--- src/rtl/pfd_pkg.sv ---
package pfd_pkg;
  typedef enum logic [1:0] {
    STEP_HOLD = 2'd0,
    STEP_INC  = 2'd1,
    STEP_DEC  = 2'd2
  } step_e;
endpackage

--- src/rtl/pfd_edge_sync.sv ---
module pfd_edge_sync #(
  parameter int unsigned STAGES = 2
) (
  input  logic clk_i,
  input  logic rst_ni,
  input  logic lvl_i,
  output logic rise_o
);
  logic [STAGES-1:0] sh_q;
  logic              last_q;

  generate
    if (STAGES == 1) begin : g_one
      always_ff @(posedge clk_i or negedge rst_ni) begin
        if (!rst_ni) sh_q <= '0;
        else         sh_q <= lvl_i;
      end
    end else begin : g_multi
      always_ff @(posedge clk_i or negedge rst_ni) begin
        if (!rst_ni) sh_q <= '0;
        else         sh_q <= {sh_q[STAGES-2:0], lvl_i};
      end
    end
  endgenerate

  always_ff @(posedge clk_i or negedge rst_ni) begin
    if (!rst_ni) last_q <= 1'b0;
    else         last_q <= sh_q[STAGES-1];
  end

  assign rise_o = sh_q[STAGES-1] & ~last_q;
endmodule

--- src/rtl/pfd_tristate.sv ---
module pfd_tristate
  import pfd_pkg::*;
(
  input  logic  clk_i,
  input  logic  rst_ni,
  input  logic  ref_rise_i,
  input  logic  fb_rise_i,
  output logic  up_o,
  output logic  dn_o,
  output logic  slip_o,
  output step_e step_o
);
  logic up_q, dn_q, slip_q;
  logic up_n, dn_n;

  always_comb begin
    up_n = up_q | ref_rise_i;
    dn_n = dn_q | fb_rise_i;
    if (up_n && dn_n) begin
      up_n = 1'b0;
      dn_n = 1'b0;
    end
  end

  always_ff @(posedge clk_i or negedge rst_ni) begin
    if (!rst_ni) begin
      up_q   <= 1'b0;
      dn_q   <= 1'b0;
      slip_q <= 1'b0;
    end else begin
      up_q   <= up_n;
      dn_q   <= dn_n;
      slip_q <= up_q & ref_rise_i & ~fb_rise_i;
    end
  end

  always_comb begin
    unique case ({up_q, dn_q})
      2'b10:   step_o = STEP_INC;
      2'b01:   step_o = STEP_DEC;
      default: step_o = STEP_HOLD;
    endcase
  end

  assign up_o   = up_q;
  assign dn_o   = dn_q;
  assign slip_o = slip_q;
endmodule

--- src/rtl/pfd_err_integ.sv ---
module pfd_err_integ
  import pfd_pkg::*;
#(
  parameter int unsigned ERR_W = 8
) (
  input  logic                    clk_i,
  input  logic                    rst_ni,
  input  logic                    clr_i,
  input  step_e                   step_i,
  output logic signed [ERR_W-1:0] err_o
);
  localparam logic signed [ERR_W-1:0] MaxV = {1'b0, {(ERR_W-1){1'b1}}};
  localparam logic signed [ERR_W-1:0] MinV = {1'b1, {(ERR_W-1){1'b0}}};
  localparam logic signed [ERR_W-1:0] One  = {{(ERR_W-1){1'b0}}, 1'b1};

  logic signed [ERR_W-1:0] err_q;

  always_ff @(posedge clk_i or negedge rst_ni) begin
    if (!rst_ni) begin
      err_q <= '0;
    end else if (clr_i) begin
      err_q <= '0;
    end else begin
      unique case (step_i)
        STEP_INC: if (err_q != MaxV) err_q <= err_q + One;
        STEP_DEC: if (err_q != MinV) err_q <= err_q - One;
        default:  err_q <= err_q;
      endcase
    end
  end

  assign err_o = err_q;
endmodule

--- src/rtl/pfd_track.sv ---
module pfd_track
  import pfd_pkg::*;
#(
  parameter int unsigned ERR_W       = 8,
  parameter int unsigned SYNC_STAGES = 2
) (
  input  logic                    clk_i,
  input  logic                    rst_ni,
  input  logic                    ref_i,
  input  logic                    fb_i,
  input  logic                    clr_i,
  output logic                    up_o,
  output logic                    dn_o,
  output logic signed [ERR_W-1:0] err_o,
  output logic                    slip_o
);
  logic  ref_rise, fb_rise;
  step_e step;

  pfd_edge_sync #(.STAGES(SYNC_STAGES)) u_ref_sync (
    .clk_i (clk_i),
    .rst_ni(rst_ni),
    .lvl_i (ref_i),
    .rise_o(ref_rise)
  );

  pfd_edge_sync #(.STAGES(SYNC_STAGES)) u_fb_sync (
    .clk_i (clk_i),
    .rst_ni(rst_ni),
    .lvl_i (fb_i),
    .rise_o(fb_rise)
  );

  pfd_tristate u_core (
    .clk_i     (clk_i),
    .rst_ni    (rst_ni),
    .ref_rise_i(ref_rise),
    .fb_rise_i (fb_rise),
    .up_o      (up_o),
    .dn_o      (dn_o),
    .slip_o    (slip_o),
    .step_o    (step)
  );

  pfd_err_integ #(.ERR_W(ERR_W)) u_integ (
    .clk_i (clk_i),
    .rst_ni(rst_ni),
    .clr_i (clr_i),
    .step_i(step),
    .err_o (err_o)
  );
endmodule

--- config.mk ---
export PLATFORM = sky130hd
export DESIGN_NAME = pfd_track
export DESIGN_NICKNAME = d
export VERILOG_FILES = /design/src/rtl/pfd_pkg.sv /design/src/rtl/pfd_edge_sync.sv /design/src/rtl/pfd_tristate.sv /design/src/rtl/pfd_err_integ.sv /design/src/rtl/pfd_track.sv
export SDC_FILE = /design/constraint.sdc
export NUM_CORES = 1
export LEC_CHECK = 0
export CAP_MARGIN = 20
export CORE_MARGIN = 4
export CORE_UTILIZATION = 48
export CTS_BUF_LIST = sky130_fd_sc_hd__clkbuf_8 sky130_fd_sc_hd__clkbuf_16
export CTS_CLUSTER_DIAMETER = 30
export DETAILED_ROUTE_END_ITERATION = 8
export DONT_BUFFER_PORTS = 1
export SLEW_MARGIN = 20
export SYNTH_ARGS = -nofsm -noshare
export SYNTH_HDL_FRONTEND = slang
export SYNTH_HIERARCHICAL = 1
export SYNTH_SLANG_ARGS = --single-unit
--- constraint.sdc ---
create_clock -name clk_i -period 3.18 [get_ports clk_i]
set_clock_uncertainty 0.05 [all_clocks]
set_input_delay 0.636 -clock clk_i [delete_from_list [all_inputs] [get_ports clk_i]]
set_output_delay 0.636 -clock clk_i [all_outputs]
set_load 0.02 [all_outputs]
==> flow_summary.ini <==
[status]
run_status = finished clean

[synth]
synth_top_cell_by_area = sky130_fd_sc_hd__dfrtp_1
synth.cell_area_um2 = 992
mapped_nets = 104
synth_area_per_cell_um2 = 10.4
ys_ff_latch = 17
synth-warning-count = 6
yosysSeqAreaShare = 0.429
synthCells = 95
synth_area_leaders = sky130_fd_sc_hd__dfrtp_1 43%, sky130_fd_sc_hd__ha_1 5.0%, sky130_fd_sc_hd__nor2_1 4.5%
netlist-cell-type-count = 39
portion_of_synthesized_cell_area_occupied_by_the_leading_cell_type = 0.429

[floorplan]
initial_utilization = 0.506
rows = 16
core_area_mm2 = 0.00196
floorplan.die_area_mm2 = 0.00286
die-width_um = 53.5
vertical_extent_of_the_die_um = 53.5
io_pins = 16

[timing]
setup_slack_after_layout_ps = 574
setup_viol_count_final = 0
hold_violation_total_from_the_final_report = 0
slew-limit-headroom = 0.615
min_period_ps = 2610
grt_setup_unrepaired = no
hold_slack_ps = 32.1
tightestPinTransition_ps = 577
final.setup.tns_ps = 0
timing.final.max_slew_violations = 0
layout_worst_path_cycle_share = 0.819
max_clock_freq_mhz = 384

[layout]
syn_to_final_growth_pct = 5.93
final_common_cell = sky130_fd_sc_hd__dfrtp_1
final_net_count = 106
drive_gt1_frac = 0.156
layout_common_cells = 17 x sky130_fd_sc_hd__dfrtp_1, 12 x sky130_fd_sc_hd__nor2_1, 6 x sky130_fd_sc_hd__a21oi_1
antenna-diode-count = 0

[power]
cellPowerDensity_mw_per_mm2 = 645
leakagePower_nw = 0.448
worst_ir_drop_vdd_v = 0.000416
total_power_w = 0.000677

[clocking]
post_cts.repair.setup_buffers = 0
cts.sink_count = 17
max_root_sink_buffers = 2
clkTransAtPathRegs_ps = 60
post_cts_resize_count = 0
cts_tree = yes
insertion_delay_ps = 240
number_of_buffers_added_to_fix_hold_violations_after_cts = 0
numCtsBuffers = 3
cts_root_buffer = sky130_fd_sc_hd__clkbuf_8
cts_max_level = 1

[setup_path]
start_kind = register
req_time_crit_path_ps = 3280
worstPathMaxFanout = 11
worst_setup_path_end_kind = register
crit_type = reg -> reg
timing.critical_path.arrival_ps = 2710

[drt]
drc = 0
ant_nets = 0
wl_mm = 1.79
detailedRoute.firstPassIterationCount = 4
viasPerCell = 5.72
detailroute.via_count = 704
avgRoutedWirePerCell_um = 14.6
first_iter_violations = 13

[global_route]
groute.usage.overall = 0.150
grt.overflow.total = 0
grt_max_degree = 18
grt_pass1_wl_mm = 3.06
antenna_found_initial = 0
grt_pass1_vias = 650

[hold_path]
min_path_type = in -> async

[flow_run]
maximum_capacitance_violations = 0

[place]
placement.io_buffers = 0
worst_setup_slack_after_placement_ps = 583
gp_congestion = 0.785
place.detailed.hpwl_mm = 1.29
## synthesized netlist by cell type
library cell               number
sky130_fd_sc_hd__dfrtp_1       17
sky130_fd_sc_hd__nor2_1        12
sky130_fd_sc_hd__a21oi_1        6
sky130_fd_sc_hd__nor2b_1        5
sky130_fd_sc_hd__ha_1           4
sky130_fd_sc_hd__xnor2_1        4
sky130_fd_sc_hd__nand2_1        3
sky130_fd_sc_hd__nand2b_1       3
sky130_fd_sc_hd__nand3_1        3
sky130_fd_sc_hd__o21ai_1        3
sky130_fd_sc_hd__a211oi_2       2
sky130_fd_sc_hd__a31o_1         2
sky130_fd_sc_hd__inv_1          2
sky130_fd_sc_hd__mux2_2         2
sky130_fd_sc_hd__nor2b_4        2
sky130_fd_sc_hd__o21a_1         2
sky130_fd_sc_hd__a21boi_0       1
sky130_fd_sc_hd__a311o_1        1
sky130_fd_sc_hd__a311oi_2       1
sky130_fd_sc_hd__a41o_1         1
sky130_fd_sc_hd__buf_2          1
sky130_fd_sc_hd__buf_6          1
sky130_fd_sc_hd__clkbuf_1       1
sky130_fd_sc_hd__inv_2          1
sky130_fd_sc_hd__mux2_1         1
sky130_fd_sc_hd__mux2_4         1
sky130_fd_sc_hd__mux2i_1        1
sky130_fd_sc_hd__nand3b_1       1
sky130_fd_sc_hd__nand4_1        1
sky130_fd_sc_hd__nand4b_1       1
sky130_fd_sc_hd__nor3_1         1
sky130_fd_sc_hd__nor3_2         1
sky130_fd_sc_hd__o21ai_0        1
sky130_fd_sc_hd__o21ai_2        1
sky130_fd_sc_hd__o221a_2        1
sky130_fd_sc_hd__o311a_1        1
sky130_fd_sc_hd__o31a_1         1
sky130_fd_sc_hd__or3_1          1
sky130_fd_sc_hd__or4b_1         1
## power breakdown
group | leakage, nW | switching (W) | total (W) | internal (W)
registers | 0.218 | 0.0000808 | 0.000324 | 0.000243
logic | 0.204 | 0.000106 | 0.000205 | 0.0000988
clock network | 0.0269 | 0.0000631 | 0.000148 | 0.0000853
total | 0.448 | 0.000250 | 0.000677 | 0.000428
## cell families (layout without fill, tap and decap cells)
| logic type | Yosys count | count (layout) | share of synthesized area |
|---|---|---|---|
| AND/OR/NAND/NOR | 35 | 35 | 0.204 |
| AO/OA/AOI/OAI | 24 | 24 | 0.190 |
| flip-flops | 17 | 17 | 0.429 |
| buffers and inverters | 6 | 7 | 0.0315 |
| multiplexers | 5 | 5 | 0.0593 |
| adder cells (fa/ha/maj) | 4 | 4 | 0.0504 |
| XOR/XNOR | 4 | 4 | 0.0353 |
## layer usage
metal | part of all wire | global-route usage | routed length (um) | up-vias
met5 | 0 | 0 | 0 | -
met3 | 0.11 | 0.0761 | 189 | 0
met1 | 0.48 | 0.201 | 856 | 331
met2 | 0.42 | 0.216 | 745 | 26
met4 | 0 | 0.0255 | 0 | 0
li1 | - | - | - | 347
## worst max-delay path, stage by stage, from the launching register on
cell and delay [ps]:
sky130_fd_sc_hd__dfrtp_1 520, sky130_fd_sc_hd__nor2b_1 190, sky130_fd_sc_hd__nand2b_1 220, sky130_fd_sc_hd__inv_2 130, sky130_fd_sc_hd__ha_1 370, sky130_fd_sc_hd__a311o_1 380, sky130_fd_sc_hd__nand2_1 90, sky130_fd_sc_hd__mux2_2 340
sky130_fd_sc_hd__a311oi_2 230
## area by class of cell
cell class                      count  area [um^2]
Fill cell                         202          911
Multi-Input combinational cell     72          536
Sequential cell                    17          425
Clock buffer                        3         41.3
Tap cell                           27         33.8
Inverter                            3         11.3
Clock inverter                      1         3.75
## sequential cells by signal, summed over array words and instances (netlist names)
name               flops
u_core/slip_o          1
u_integ/err_o          8
u_fb_sync/last_q       1
u_core/up_o            1
u_core/dn_o            1
u_ref_sync/last_q      1
u_ref_sync/sh_q        2
u_fb_sync/sh_q         2
## through the flow
stage | util | area [um^2] | cells
5_1_grt | 0.536 | 1050 | 123
2_1_floorplan | - | 992 | 95
3_5_place_dp | 0.513 | 1010 | 119
3_3_place_gp | 0.513 | 1010 | 119
6_report | 0.536 | 1050 | 123
4_1_cts | 0.536 | 1050 | 123
## path summary, 6_finish.rpt
check / start / cells past startpoint / slack (ps) / endpoint
min reg2reg: u_fb_sync/sh_q[0] / 0 / 300 / u_fb_sync/sh_q[1]
max reg2reg: u_core/up_o / 8 / 570 / u_integ/err_o[6]
max in group asynchronous: rst_ni / 0 / 2980 / u_integ/err_o[4]
max: u_core/up_o / 8 / 570 / u_integ/err_o[6]
min: rst_ni / 0 / 30 / u_core/slip_o
min in group clk_i: u_fb_sync/sh_q[0] / 0 / 300 / u_fb_sync/sh_q[1]
(Power assumes the default switching activity.)
